==> src/rtl/pmc_pkg.sv <==
package pmc_pkg;
  typedef enum logic [1:0] {
    MODE_RST = 2'b00,
    MODE_NRM = 2'b01,
    MODE_DPD = 2'b10
  } pmc_mode_e;
endpackage

==> src/rtl/pmc_bus_decode.sv <==
module pmc_bus_decode #(
  parameter int unsigned AW          = 13,
  parameter int unsigned NUM_SCRATCH = 2,
  parameter int unsigned CTRL_ADDR   = 'h1002,
  parameter int unsigned CONF_ADDR   = 'h1003,
  parameter int unsigned SCR_BASE    = 'h1004,
  parameter int unsigned WAKE_ADDR   = 'h1FFF,
  parameter int unsigned BOOT_BITS   = 11,
  parameter int unsigned BOOT_TAG    = 0
) (
  input  logic                   clk,
  input  logic                   rst_n,
  input  logic                   ce_n,
  input  logic                   we_n,
  input  logic                   oe_n,
  input  logic [AW-1:0]          addr,
  output logic                   wr_start,
  output logic                   rd_start,
  output logic                   rd_act,
  output logic                   hit_ctrl,
  output logic                   hit_conf,
  output logic                   hit_wake,
  output logic                   hit_boot,
  output logic [NUM_SCRATCH-1:0] hit_scr
);
  localparam int unsigned TW = AW - BOOT_BITS;

  logic wr_act, wr_prev_q, rd_prev_q;

  assign wr_act   = !ce_n && !we_n;
  assign rd_act   = !ce_n && !oe_n && we_n;
  assign wr_start = wr_act && !wr_prev_q;
  assign rd_start = rd_act && !rd_prev_q;

  always_ff @(posedge clk or negedge rst_n) begin
    if (!rst_n) begin
      wr_prev_q <= 1'b0;
      rd_prev_q <= 1'b0;
    end else begin
      wr_prev_q <= wr_act;
      rd_prev_q <= rd_act;
    end
  end

  assign hit_ctrl = (addr == AW'(CTRL_ADDR));
  assign hit_conf = (addr == AW'(CONF_ADDR));
  assign hit_wake = (addr == AW'(WAKE_ADDR));
  assign hit_boot = (addr[AW-1:BOOT_BITS] == TW'(BOOT_TAG));

  for (genvar g = 0; g < NUM_SCRATCH; g++) begin : g_scr_hit
    assign hit_scr[g] = (addr == AW'(SCR_BASE + g));
  end

  // one action per bus cycle
  a_r1_write_one_pulse: assert property (@(posedge clk) disable iff (!rst_n)
    wr_start |=> !wr_start);
  a_r1_read_one_pulse: assert property (@(posedge clk) disable iff (!rst_n)
    rd_start |=> !rd_start);
endmodule

==> src/rtl/pmc_cmd_seq.sv <==
module pmc_cmd_seq #(
  parameter int unsigned DW = 8
) (
  input  logic          clk,
  input  logic          rst_n,
  input  logic          ev,
  input  logic          wr_ctrl,
  input  logic          wr_conf,
  input  logic [DW-1:0] wdata,
  output logic [DW-1:0] ctrl_q,
  output logic [DW-1:0] conf_q,
  output logic          cmd_fire,
  output logic [1:0]    cmd_code
);
  logic armed_q;

  assign cmd_fire = ev && wr_conf && armed_q && (wdata == ~ctrl_q);
  assign cmd_code = ctrl_q[1:0];

  always_ff @(posedge clk or negedge rst_n) begin
    if (!rst_n) begin
      ctrl_q  <= '0;
      conf_q  <= '0;
      armed_q <= 1'b0;
    end else if (ev) begin
      if (wr_ctrl) begin
        ctrl_q  <= wdata;
        armed_q <= 1'b1;
      end else begin
        armed_q <= 1'b0;
        if (wr_conf) conf_q <= wdata;
      end
    end
  end

  // any cycle other than a command write disarms the handshake
  a_r5_arm_cleared: assert property (@(posedge clk) disable iff (!rst_n)
    (ev && !wr_ctrl) |=> !armed_q);
endmodule

==> src/rtl/pmc_wake.sv <==
module pmc_wake #(
  parameter int unsigned WAKE_READS = 4
) (
  input  logic clk,
  input  logic rst_n,
  input  logic en,
  input  logic rd_start,
  input  logic access,
  input  logic hit_wake,
  input  logic hit_boot,
  output logic wake
);
  localparam int unsigned CW = (WAKE_READS > 1) ? $clog2(WAKE_READS) : 1;

  logic [CW-1:0] cnt_q;
  logic          last;

  assign last = (32'(cnt_q) == WAKE_READS - 1);
  assign wake = en && rd_start && (hit_boot || (hit_wake && last));

  always_ff @(posedge clk or negedge rst_n) begin
    if (!rst_n) begin
      cnt_q <= '0;
    end else if (!en) begin
      cnt_q <= '0;
    end else if (access) begin
      if (rd_start && hit_wake && !last) cnt_q <= cnt_q + CW'(1);
      else                               cnt_q <= '0;
    end
  end

  // counter never passes the wake threshold and restarts on other accesses
  a_r9_cnt_bound: assert property (@(posedge clk) disable iff (!rst_n)
    32'(cnt_q) < WAKE_READS);
  a_r9_clear_other: assert property (@(posedge clk) disable iff (!rst_n)
    (en && access && !(rd_start && hit_wake)) |=> (cnt_q == '0));
endmodule

==> src/rtl/pmc_busy.sv <==
module pmc_busy #(
  parameter int unsigned BUSY_CYCLES = 8
) (
  input  logic clk,
  input  logic rst_n,
  input  logic load,
  output logic busy
);
  localparam int unsigned BW = $clog2(BUSY_CYCLES + 1);

  logic [BW-1:0] cnt_q;

  assign busy = (cnt_q != '0);

  always_ff @(posedge clk or negedge rst_n) begin
    if (!rst_n)              cnt_q <= '0;
    else if (load)           cnt_q <= BW'(BUSY_CYCLES);
    else if (cnt_q != '0)    cnt_q <= cnt_q - BW'(1);
  end

  // busy window counts down one per clock
  a_r7_busy_countdown: assert property (@(posedge clk) disable iff (!rst_n)
    (busy && !load) |=> (cnt_q == $past(cnt_q) - BW'(1)));
endmodule

==> src/rtl/pmc_mode_ctrl.sv <==
module pmc_mode_ctrl
  import pmc_pkg::*;
#(
  parameter int unsigned AW          = 13,
  parameter int unsigned DW          = 8,
  parameter int unsigned NUM_SCRATCH = 2,
  parameter int unsigned CTRL_ADDR   = 'h1002,
  parameter int unsigned CONF_ADDR   = 'h1003,
  parameter int unsigned SCR_BASE    = 'h1004,
  parameter int unsigned WAKE_ADDR   = 'h1FFF,
  parameter int unsigned WAKE_READS  = 4,
  parameter int unsigned BOOT_BITS   = 11,
  parameter int unsigned BOOT_TAG    = 0,
  parameter int unsigned BUSY_CYCLES = 8
) (
  input  logic          clk,
  input  logic          rst_n,
  input  logic          hard_rst_n,
  input  logic          ce_n,
  input  logic          we_n,
  input  logic          oe_n,
  input  logic [AW-1:0] addr,
  input  logic [DW-1:0] wdata,
  output logic [DW-1:0] rdata,
  output logic          data_oe,
  output logic          reg_en,
  output logic          busy,
  output logic [1:0]    mode
);
  pmc_mode_e mode_q, prev_q;
  logic      forced_q, pend_q, reg_en_q, hrst_q;

  logic wr_start, rd_start, rd_act;
  logic hit_ctrl, hit_conf, hit_wake, hit_boot;
  logic [NUM_SCRATCH-1:0] hit_scr;

  logic [DW-1:0] ctrl_q, conf_q;
  logic          cmd_fire;
  logic [1:0]    cmd_code;
  logic          ev, wake, wake_en, hrel;

  logic [NUM_SCRATCH-1:0][DW-1:0] scr_q;

  pmc_bus_decode #(
    .AW(AW), .NUM_SCRATCH(NUM_SCRATCH), .CTRL_ADDR(CTRL_ADDR),
    .CONF_ADDR(CONF_ADDR), .SCR_BASE(SCR_BASE), .WAKE_ADDR(WAKE_ADDR),
    .BOOT_BITS(BOOT_BITS), .BOOT_TAG(BOOT_TAG)
  ) u_dec (
    .clk(clk), .rst_n(rst_n), .ce_n(ce_n), .we_n(we_n), .oe_n(oe_n),
    .addr(addr), .wr_start(wr_start), .rd_start(rd_start), .rd_act(rd_act),
    .hit_ctrl(hit_ctrl), .hit_conf(hit_conf), .hit_wake(hit_wake),
    .hit_boot(hit_boot), .hit_scr(hit_scr)
  );

  // Handshake and register writes only count outside power-down
  assign ev = (wr_start || rd_start) && (mode_q != MODE_DPD);

  pmc_cmd_seq #(.DW(DW)) u_seq (
    .clk(clk), .rst_n(rst_n), .ev(ev),
    .wr_ctrl(wr_start && hit_ctrl), .wr_conf(wr_start && hit_conf),
    .wdata(wdata), .ctrl_q(ctrl_q), .conf_q(conf_q),
    .cmd_fire(cmd_fire), .cmd_code(cmd_code)
  );

  assign wake_en = (mode_q == MODE_DPD) && !forced_q;

  pmc_wake #(.WAKE_READS(WAKE_READS)) u_wake (
    .clk(clk), .rst_n(rst_n), .en(wake_en), .rd_start(rd_start),
    .access(wr_start || rd_start), .hit_wake(hit_wake),
    .hit_boot(hit_boot), .wake(wake)
  );

  assign hrel = !hrst_q && hard_rst_n;

  pmc_busy #(.BUSY_CYCLES(BUSY_CYCLES)) u_busy (
    .clk(clk), .rst_n(rst_n), .load(hrel), .busy(busy)
  );

  // Mode state machine, highest priority first
  always_ff @(posedge clk or negedge rst_n) begin
    if (!rst_n) begin
      mode_q   <= MODE_RST;
      prev_q   <= MODE_RST;
      forced_q <= 1'b0;
      pend_q   <= 1'b0;
      reg_en_q <= 1'b1;
      hrst_q   <= 1'b1;
    end else begin
      hrst_q <= hard_rst_n;
      if (hrel) begin
        mode_q   <= MODE_RST;
        forced_q <= 1'b0;
        pend_q   <= 1'b0;
        reg_en_q <= 1'b1;
      end else if (!hard_rst_n && mode_q == MODE_NRM) begin
        mode_q   <= MODE_DPD;
        prev_q   <= MODE_NRM;
        forced_q <= 1'b1;
        pend_q   <= 1'b0;
        reg_en_q <= 1'b0;
      end else if (wake) begin
        mode_q   <= prev_q;
        reg_en_q <= 1'b1;
      end else if (cmd_fire) begin
        case (cmd_code)
          2'b00: begin mode_q <= MODE_RST; pend_q <= 1'b0; end
          2'b01: begin mode_q <= MODE_NRM; pend_q <= 1'b0; end
          2'b10: pend_q <= 1'b1;
          default: ;
        endcase
      end else if (pend_q && ce_n) begin
        mode_q   <= MODE_DPD;
        prev_q   <= mode_q;
        pend_q   <= 1'b0;
        reg_en_q <= 1'b0;
      end
    end
  end

  // Ordinary registers: writable in Normal mode only
  for (genvar g = 0; g < NUM_SCRATCH; g++) begin : g_scr
    always_ff @(posedge clk or negedge rst_n) begin
      if (!rst_n)                                        scr_q[g] <= '0;
      else if (wr_start && hit_scr[g] && mode_q == MODE_NRM) scr_q[g] <= wdata;
    end
  end

  // Read path
  always_comb begin
    rdata = '0;
    if (mode_q == MODE_NRM) begin
      if (hit_ctrl) rdata = ctrl_q;
      if (hit_conf) rdata = conf_q;
      for (int i = 0; i < NUM_SCRATCH; i++)
        if (hit_scr[i]) rdata = scr_q[i];
    end
  end

  assign data_oe = rd_act && (mode_q != MODE_DPD);
  assign reg_en  = reg_en_q;
  assign mode    = mode_q;

  // regulator enable follows the power-down state
  a_r6_reg_tracks_mode: assert property (@(posedge clk) disable iff (!rst_n)
    reg_en_q == (mode_q != MODE_DPD));
  // nothing stored changes during power-down
  a_r8_dpd_regs_stable: assert property (@(posedge clk) disable iff (!rst_n)
    (mode_q == MODE_DPD) |=> ($stable(scr_q) && $stable(ctrl_q) && $stable(conf_q)));
  // reset pin release lands in Reset with busy raised
  a_r7_release_to_reset: assert property (@(posedge clk) disable iff (!rst_n)
    $rose(hard_rst_n) |=> (mode_q == MODE_RST && busy));
endmodule

==> config.mk <==
export PLATFORM = sky130hd
export DESIGN_NAME = pmc_mode_ctrl
export DESIGN_NICKNAME = d
export VERILOG_FILES = /design/src/rtl/pmc_pkg.sv /design/src/rtl/pmc_bus_decode.sv /design/src/rtl/pmc_cmd_seq.sv /design/src/rtl/pmc_wake.sv /design/src/rtl/pmc_busy.sv /design/src/rtl/pmc_mode_ctrl.sv
export SDC_FILE = /design/constraint.sdc
export NUM_CORES = 1
export LEC_CHECK = 0
export ABC_AREA = 1
export BUFFER_PORTS_ARGS = -buffer_cell sky130_fd_sc_hd__buf_2
export CAP_MARGIN = 20
export CORE_MARGIN = 2
export CORE_UTILIZATION = 55
export DETAILED_ROUTE_END_ITERATION = 10
export PLACE_DENSITY_LB_ADDON = 0.3
export SLEW_MARGIN = 20
export SYNTH_ARGS = -nofsm -noshare
export SYNTH_HDL_FRONTEND = slang
export SYNTH_SLANG_ARGS = --single-unit
export TNS_END_PERCENT = 5
==> constraint.sdc <==
create_clock -name clk -period 1.8 [get_ports clk]
set_input_delay 0.36 -clock clk [delete_from_list [all_inputs] [get_ports clk]]
set_output_delay 0.36 -clock clk [all_outputs]
set_load 0.05 [all_outputs]
# After elaboration in Yosys (flattened, before gate mapping)
# Cells that the tools add are included.
# classes
reduce_logical	52
addsub	2
n_eq_ne	19
mux	33
n_bitwise	3
# ops
op	n
$eq 13x13->1 const B	5
$mux 8	5
$logic_and 1x1->1	25
$mux 2	12
$mux 1	12
$reduce_bool 4->1	3
$logic_not 1->1	9
$eq 8x8->1	1
$mux 4	2
$not 8->8	1
$eq 2x2->1 const B	3
$ne 2x2->1 const B	3
$ne 6x1->1 const B	1
$reduce_and 2->1	3
$reduce_and 3->1	2
$reduce_bool 2->1	3
$ne 5x2->1 const B	1
$reduce_bool 5->1	1
$eq 2x1->1 const B	2
$logic_not 2->1	2
$ne 4x1->1 const B	1
$pmux 2 s2	1
$reduce_and 4->1	1
$sub 4x1->4 const B	1
other kinds (7)	9
# word_totals
register_bits	49
input_bits	27
output_inout_bits	13

# Depth between registers and ports, before layout
# depth
depth_word	13
ltp_mapped	11
ltp_nobuf	11

# By module
# A second synthesis with hierarchy kept.
# hier_totals
hier_cells	385
hier_area_um2	2882.8
# by_module_without_submodules
mod	cells_per_inst	area_per_inst_um2	n_inst	seq_area_each_um2
pmc_mode_ctrl	186	1446.4	1	603.1
pmc_cmd_seq	98	820.8	1	425.4
pmc_bus_decode	54	257.7	1	50.0
pmc_busy	28	221.5	1	100.1
pmc_wake	19	136.4	1	50.0

# Worst setup path before layout
# Ideal clock, no wire load.
# synth_path
path_kind	input-to-output
start	in addr[10]
end	out rdata[0]
path_buffers	2
arrival_time_ns	2.012
path_stages	8
path_slack_ns	-0.572
required_time_ns	1.440
cell_sequence	nor2_1 > nand3_1 > nor2_4 > and3_1 > buf_4 > buf_6 > nand2_1 > a21oi_1
# synth_between
elab_chain_len	6
elab_cells_between_ends	9
cone_classes	4 x eq/ne; 5 x mux
# synth_rtl
element	line	text
start: declaration	pmc_mode_ctrl.sv:22	input logic [AW-1:0] addr,
$eq 13x13->1	pmc_bus_decode.sv:45	assign hit_ctrl = (addr == AW'(CTRL_ADDR));
$mux 8	pmc_mode_ctrl.sv:132	if (hit_ctrl) rdata = ctrl_q;
$mux 8	pmc_mode_ctrl.sv:133	if (hit_conf) rdata = conf_q;
$mux 8	pmc_mode_ctrl.sv:135	if (hit_scr[i]) rdata = scr_q[i];
$mux 8 (*)	pmc_mode_ctrl.sv:135	
$mux 8 (*)	pmc_mode_ctrl.sv:131	if (mode_q == MODE_NRM) begin
end: declaration	pmc_mode_ctrl.sv:24	output logic [DW-1:0] rdata,
# Every way passes the cells marked *; elsewhere a longest branch is shown, timed or not.

# Worst setup path after layout
# layout_path
start	in addr[5]
end	out rdata[6]
# Same word-level chain as after synthesis.

==> metrics.txt <==
# TYPE chip_impl_metric gauge
chip_impl_metric{name="fin_hold_ws",unit="ns"} -0.00701
chip_impl_metric{name="total_power",unit="mW"} 2.40
chip_impl_metric{name="syn_area",unit="mm²"} 0.00271
chip_impl_metric{name="avg_cell_area_syn",unit="µm²"} 7.30
chip_impl_info{name="cpMostUsedCell",value="sky130_fd_sc_hd__nor2_4"} 1
chip_impl_info{name="outcome",value="finished, violations left"} 1
chip_impl_metric{name="max_freq",unit="MHz"} 493
chip_impl_metric{name="finalCritPeriodShare",unit=""} 1.13
chip_impl_metric{name="first_global_vias",unit=""} 2591
chip_impl_info{name="synth_top_flop_cell",value="sky130_fd_sc_hd__dfrtp_1"} 1
chip_impl_metric{name="setup_total_negative_slack",unit="ns"} -1.71
chip_impl_info{name="synth_area_leaders",value="sky130_fd_sc_hd__dfrtp_1 43%, sky130_fd_sc_hd__nand2_1 16%, sky130_fd_sc_hd__nor2_1 7.5%"} 1
chip_impl_metric{name="total_count_of_hold_check_failures_in_the_final_report",unit=""} 12
chip_impl_metric{name="crit_fanout",unit=""} 8
chip_impl_info{name="commonest_cells_after_routing_fill_and_taps_aside",value="103 x sky130_fd_sc_hd__nand2_1, 47 x sky130_fd_sc_hd__dfrtp_1, 42 x sky130_fd_sc_hd__nor2_1, 33 x sky130_fd_sc_hd__inv_1, 25 x sky130_fd_sc_hd__buf_2"} 1
chip_impl_metric{name="clock-sinks",unit=""} 49
chip_impl_metric{name="compound_cell_area_share_of_the_yosys_netlist",unit=""} 0.123
chip_impl_metric{name="floorplan.rows",unit=""} 25
chip_impl_metric{name="io_buffer_count",unit=""} 39
chip_impl_metric{name="synth-seq-cells",unit=""} 49
chip_impl_metric{name="netlist_instances",unit=""} 372
chip_impl_metric{name="pin_count_of_the_biggest_net_entering_global_routing",unit=""} 32
chip_impl_metric{name="post_synth_xor_area_fraction",unit=""} 0.00645
chip_impl_metric{name="ctsHtreeMaxLevel",unit=""} 2
chip_impl_metric{name="timing.max_slew.rel_slack",unit=""} 0.689
chip_impl_metric{name="clk_transition_reported_paths",unit="ns"} 0.09
chip_impl_metric{name="slowest_delay",unit="ns"} 0.30
chip_impl_metric{name="synth_async_sr_flop_share",unit=""} 1.00
chip_impl_metric{name="postLayoutCoreUtil",unit=""} 0.762
chip_impl_metric{name="gr-usage-all-layers",unit=""} 0.274
chip_impl_metric{name="die-height",unit="µm"} 74.2
chip_impl_metric{name="gp_congestion",unit=""} 0.787
chip_impl_metric{name="p_per_area",unit="mW/mm²"} 661
chip_impl_metric{name="final_critical_path_setup_slack",unit="ns"} -0.227
chip_impl_metric{name="fp.coreArea",unit="mm²"} 0.00475
chip_impl_metric{name="die_width",unit="µm"} 74.2
chip_impl_metric{name="yosys.area_share.adder",unit=""} 0.0138
chip_impl_info{name="crit_path_top_delay_cell",value="sky130_fd_sc_hd__and3_4"} 1
chip_impl_metric{name="p_leak",unit="nW"} 1.82
chip_impl_metric{name="hpwlAfterDp",unit="mm"} 4.69
chip_impl_info{name="most_frequent_standard_cell_in_the_layout_excluding_fill_and_tap_cells",value="sky130_fd_sc_hd__nand2_1"} 1
chip_impl_metric{name="clock_insertion_delay_worst_skew",unit="ns"} 0.31
chip_impl_info{name="combinational_family_with_the_most_area_after_synthesis",value="simple AND/OR/NAND/NOR gates"} 1
chip_impl_metric{name="hold_buffer_count_at_cts",unit=""} 0
chip_impl_metric{name="num_antenna_cells",unit=""} 0
chip_impl_metric{name="antenna_found_initial",unit=""} 0
chip_impl_metric{name="initial_util",unit=""} 0.571
chip_impl_info{name="crit_path_end_kind",value="output port"} 1
chip_impl_metric{name="finalNetCount",unit=""} 469
chip_impl_metric{name="vias_per_cell",unit=""} 5.40
chip_impl_metric{name="fp.dieArea",unit="mm²"} 0.00551
chip_impl_metric{name="synth_cell_type_count",unit=""} 31
chip_impl_metric{name="synth_simple_gate_area_share",unit=""} 0.331
chip_impl_metric{name="critPathArrivalTime",unit="ns"} 1.67
chip_impl_info{name="hold_path.class",value="primary input to asynchronous set/reset pin"} 1
chip_impl_info{name="rsz_0062_raised_after_global_routing",value="yes"} 1
chip_impl_metric{name="synth_edf_count",unit=""} 0
chip_impl_metric{name="worst_slew_pin_slew",unit="ns"} 0.466
chip_impl_metric{name="1st_iter_drt_viols",unit=""} 188
chip_impl_info{name="cts_tree",value="yes"} 1
chip_impl_metric{name="numPlacedInstances",unit=""} 490
chip_impl_info{name="timing.critical_path.cells",value="buf_2, nor2_4, nand3_2, nor2_4, buf_12, and3_4, nand2_2, a21oi_4, buf_6"} 1
chip_impl_metric{name="finalClockSkew",unit="ns"} 0.0160
chip_impl_info{name="failing_checks",value="negative hold slack, negative setup slack"} 1
chip_impl_metric{name="cp_data_required_time",unit="ns"} 1.44
chip_impl_metric{name="fin_cells",unit=""} 507
chip_impl_metric{name="max_capacitance_violation_total",unit=""} 0
chip_impl_info{name="worst_setup_path_class",value="primary input to output port"} 1
chip_impl_metric{name="drive_gt1_frac",unit=""} 0.334
chip_impl_info{name="cts_root_buffer",value="sky130_fd_sc_hd__clkbuf_8"} 1
chip_impl_metric{name="yosys.area.top_type_share",unit=""} 0.433
chip_impl_metric{name="drc",unit=""} 0
chip_impl_metric{name="grt_pass1_wl",unit="mm"} 11.4
chip_impl_metric{name="cts.path.max_buffers",unit=""} 2
chip_impl_metric{name="routedWlPerCell",unit="µm"} 14.2
chip_impl_metric{name="worst_r2r_path_depth",unit=""} 8
chip_impl_metric{name="overflow_left_after_global_routing",unit=""} 0
chip_impl_metric{name="tritoncts.num_buffers",unit=""} 5
chip_impl_info{name="startpoint_type",value="primary input"} 1
chip_impl_metric{name="worst_ir_drop_vdd",unit="mV"} 0.621
chip_impl_metric{name="finalMaxSlewViolations",unit=""} 0
chip_impl_info{name="synth_area_leader_cell",value="sky130_fd_sc_hd__dfrtp_1"} 1
chip_impl_metric{name="route.final.wire_length",unit="mm"} 7.22
chip_impl_metric{name="length_of_the_first_detailed_routing_pass_in_iterations",unit=""} 4
chip_impl_metric{name="layout-area-overhead-vs-synth",unit="%"} 33.6
chip_impl_metric{name="yosys-mux-area-fraction",unit=""} 0
chip_impl_metric{name="setup_viol",unit=""} 8
chip_impl_metric{name="ys_warn_count",unit=""} 0
chip_impl_metric{name="synth_sequential_area_ratio",unit=""} 0.453
chip_impl_metric{name="pin_count",unit=""} 40
chip_impl_metric{name="synth_nets",unit=""} 402
chip_impl_metric{name="vias",unit=""} 2739
chip_impl_metric{name="ant_nets",unit=""} 0
chip_impl_metric{name="period_needed",unit="ns"} 2.03
[registers in the layout, summed over array words and instances (netlist names)]
signal and cells:
u_seq.conf_q 8, u_dec.wr_prev_q 1, forced_q 1, pend_q 1, prev_q 2, mode 2, u_wake.cnt_q 2, u_busy.cnt_q 4
reg_en 1, u_dec.rd_prev_q 1, u_seq.armed_q 1, scr_q 16, u_seq.ctrl_q 8, hrst_q 1
[worst max-delay path, delay by kind of cell]
kind	cells	cell delay, ns
buf+inv	3	0.44
compound gates	1	0.13
simple gates	5	0.72
[Yosys cell counts (2+ instances only)]
library cell,number
sky130_fd_sc_hd__nand2_1,117
sky130_fd_sc_hd__nor2_1,54
sky130_fd_sc_hd__dfrtp_1,47
sky130_fd_sc_hd__inv_1,34
sky130_fd_sc_hd__o21ai_1,29
sky130_fd_sc_hd__nand3_1,18
sky130_fd_sc_hd__o21ai_0,13
sky130_fd_sc_hd__a21oi_1,9
sky130_fd_sc_hd__o21ai_2,8
sky130_fd_sc_hd__inv_2,6
sky130_fd_sc_hd__nand4_1,5
sky130_fd_sc_hd__buf_2,3
sky130_fd_sc_hd__ha_1,3
sky130_fd_sc_hd__nor3_1,3
sky130_fd_sc_hd__nor3_2,3
sky130_fd_sc_hd__and3_1,2
sky130_fd_sc_hd__buf_6,2
sky130_fd_sc_hd__dfstp_2,2
sky130_fd_sc_hd__nor2_2,2
[cell type report]
cell class                 instances  area, µm²
multi-input combinational        279       1570
clock buffer                       6       82.6
tap                               67       83.8
timing repair buffer              64        488
fill                             366       1130
sequential                        49       1230
inverter                          40        155
clock inverter                     2       13.8
[metrics by stage]
stage,setup slack [ns],area (µm²)
after global placement,-0.366,3240
final,-0.227,3620
after detailed placement,-0.395,3240
after CTS,-0.158,3570
after global routing,-0.270,3620
after floorplan,-0.131,2860
[timing repair]
| item | in CTS | in global routing |
|---|---|---|
| gates resized for setup | 47 | 14 |
| buffers inserted | 4 | 2 |
| pin swaps | 9 | 6 |
| cloned | 3 | 0 |
| setup endpoints to repair | 9 | 10 |
[logic make-up (layout without fill, tap and decap cells)]
kind of cell / count (synthesis) / in the layout
xor gates and xnor gates: 2 / 2
buffers and inverters: 47 / 112
and+or+nand+nor: 211 / 214
adders and majority gates: 3 / 3
DFF: 49 / 49
AOI/OAI and AO/OA: 60 / 60
[path summary, 6_finish.rpt]
kind / startpoint / end / slack, ns
min reg2reg: pend_q$_DFFE_PN0P_ / pend_q$_DFFE_PN0P_ / 0.50
min: rst_n / u_busy.cnt_q[3]$_DFFE_PN0P_ / -0.007
max: addr[5] / rdata[6] / -0.23
max reg2reg: mode[0]$_DFFE_PN0P_ / scr_q[8]$_DFFE_PN0P_ / 0.14
max in group asynchronous: rst_n / u_seq.ctrl_q[5]$_DFFE_PN0P_ / 1.30
min in group clk: hard_rst_n / hrst_q$_DFF_PN1_ / 0.18
[power breakdown]
group | internal (mW) | switching (mW) | leakage (nW)
sequential | 1.18 | 0.0523 | 0.658
clock | 0.312 | 0.371 | 0.0512
combinational | 0.178 | 0.306 | 1.11
[layer usage]
| layer | track usage | vias up | share of wire |
|---|---|---|---|
| li1 | - | 1320 | - |
| met1 | 0.350 | 1304 | 0.43 |
| met2 | 0.465 | 99 | 0.50 |
| met3 | 0.0407 | 16 | 0.052 |
| met4 | 0.119 | 0 | 0.022 |
| met5 | 0 | - | 0 |
Note: power is estimated with default switching activity, not from simulation.
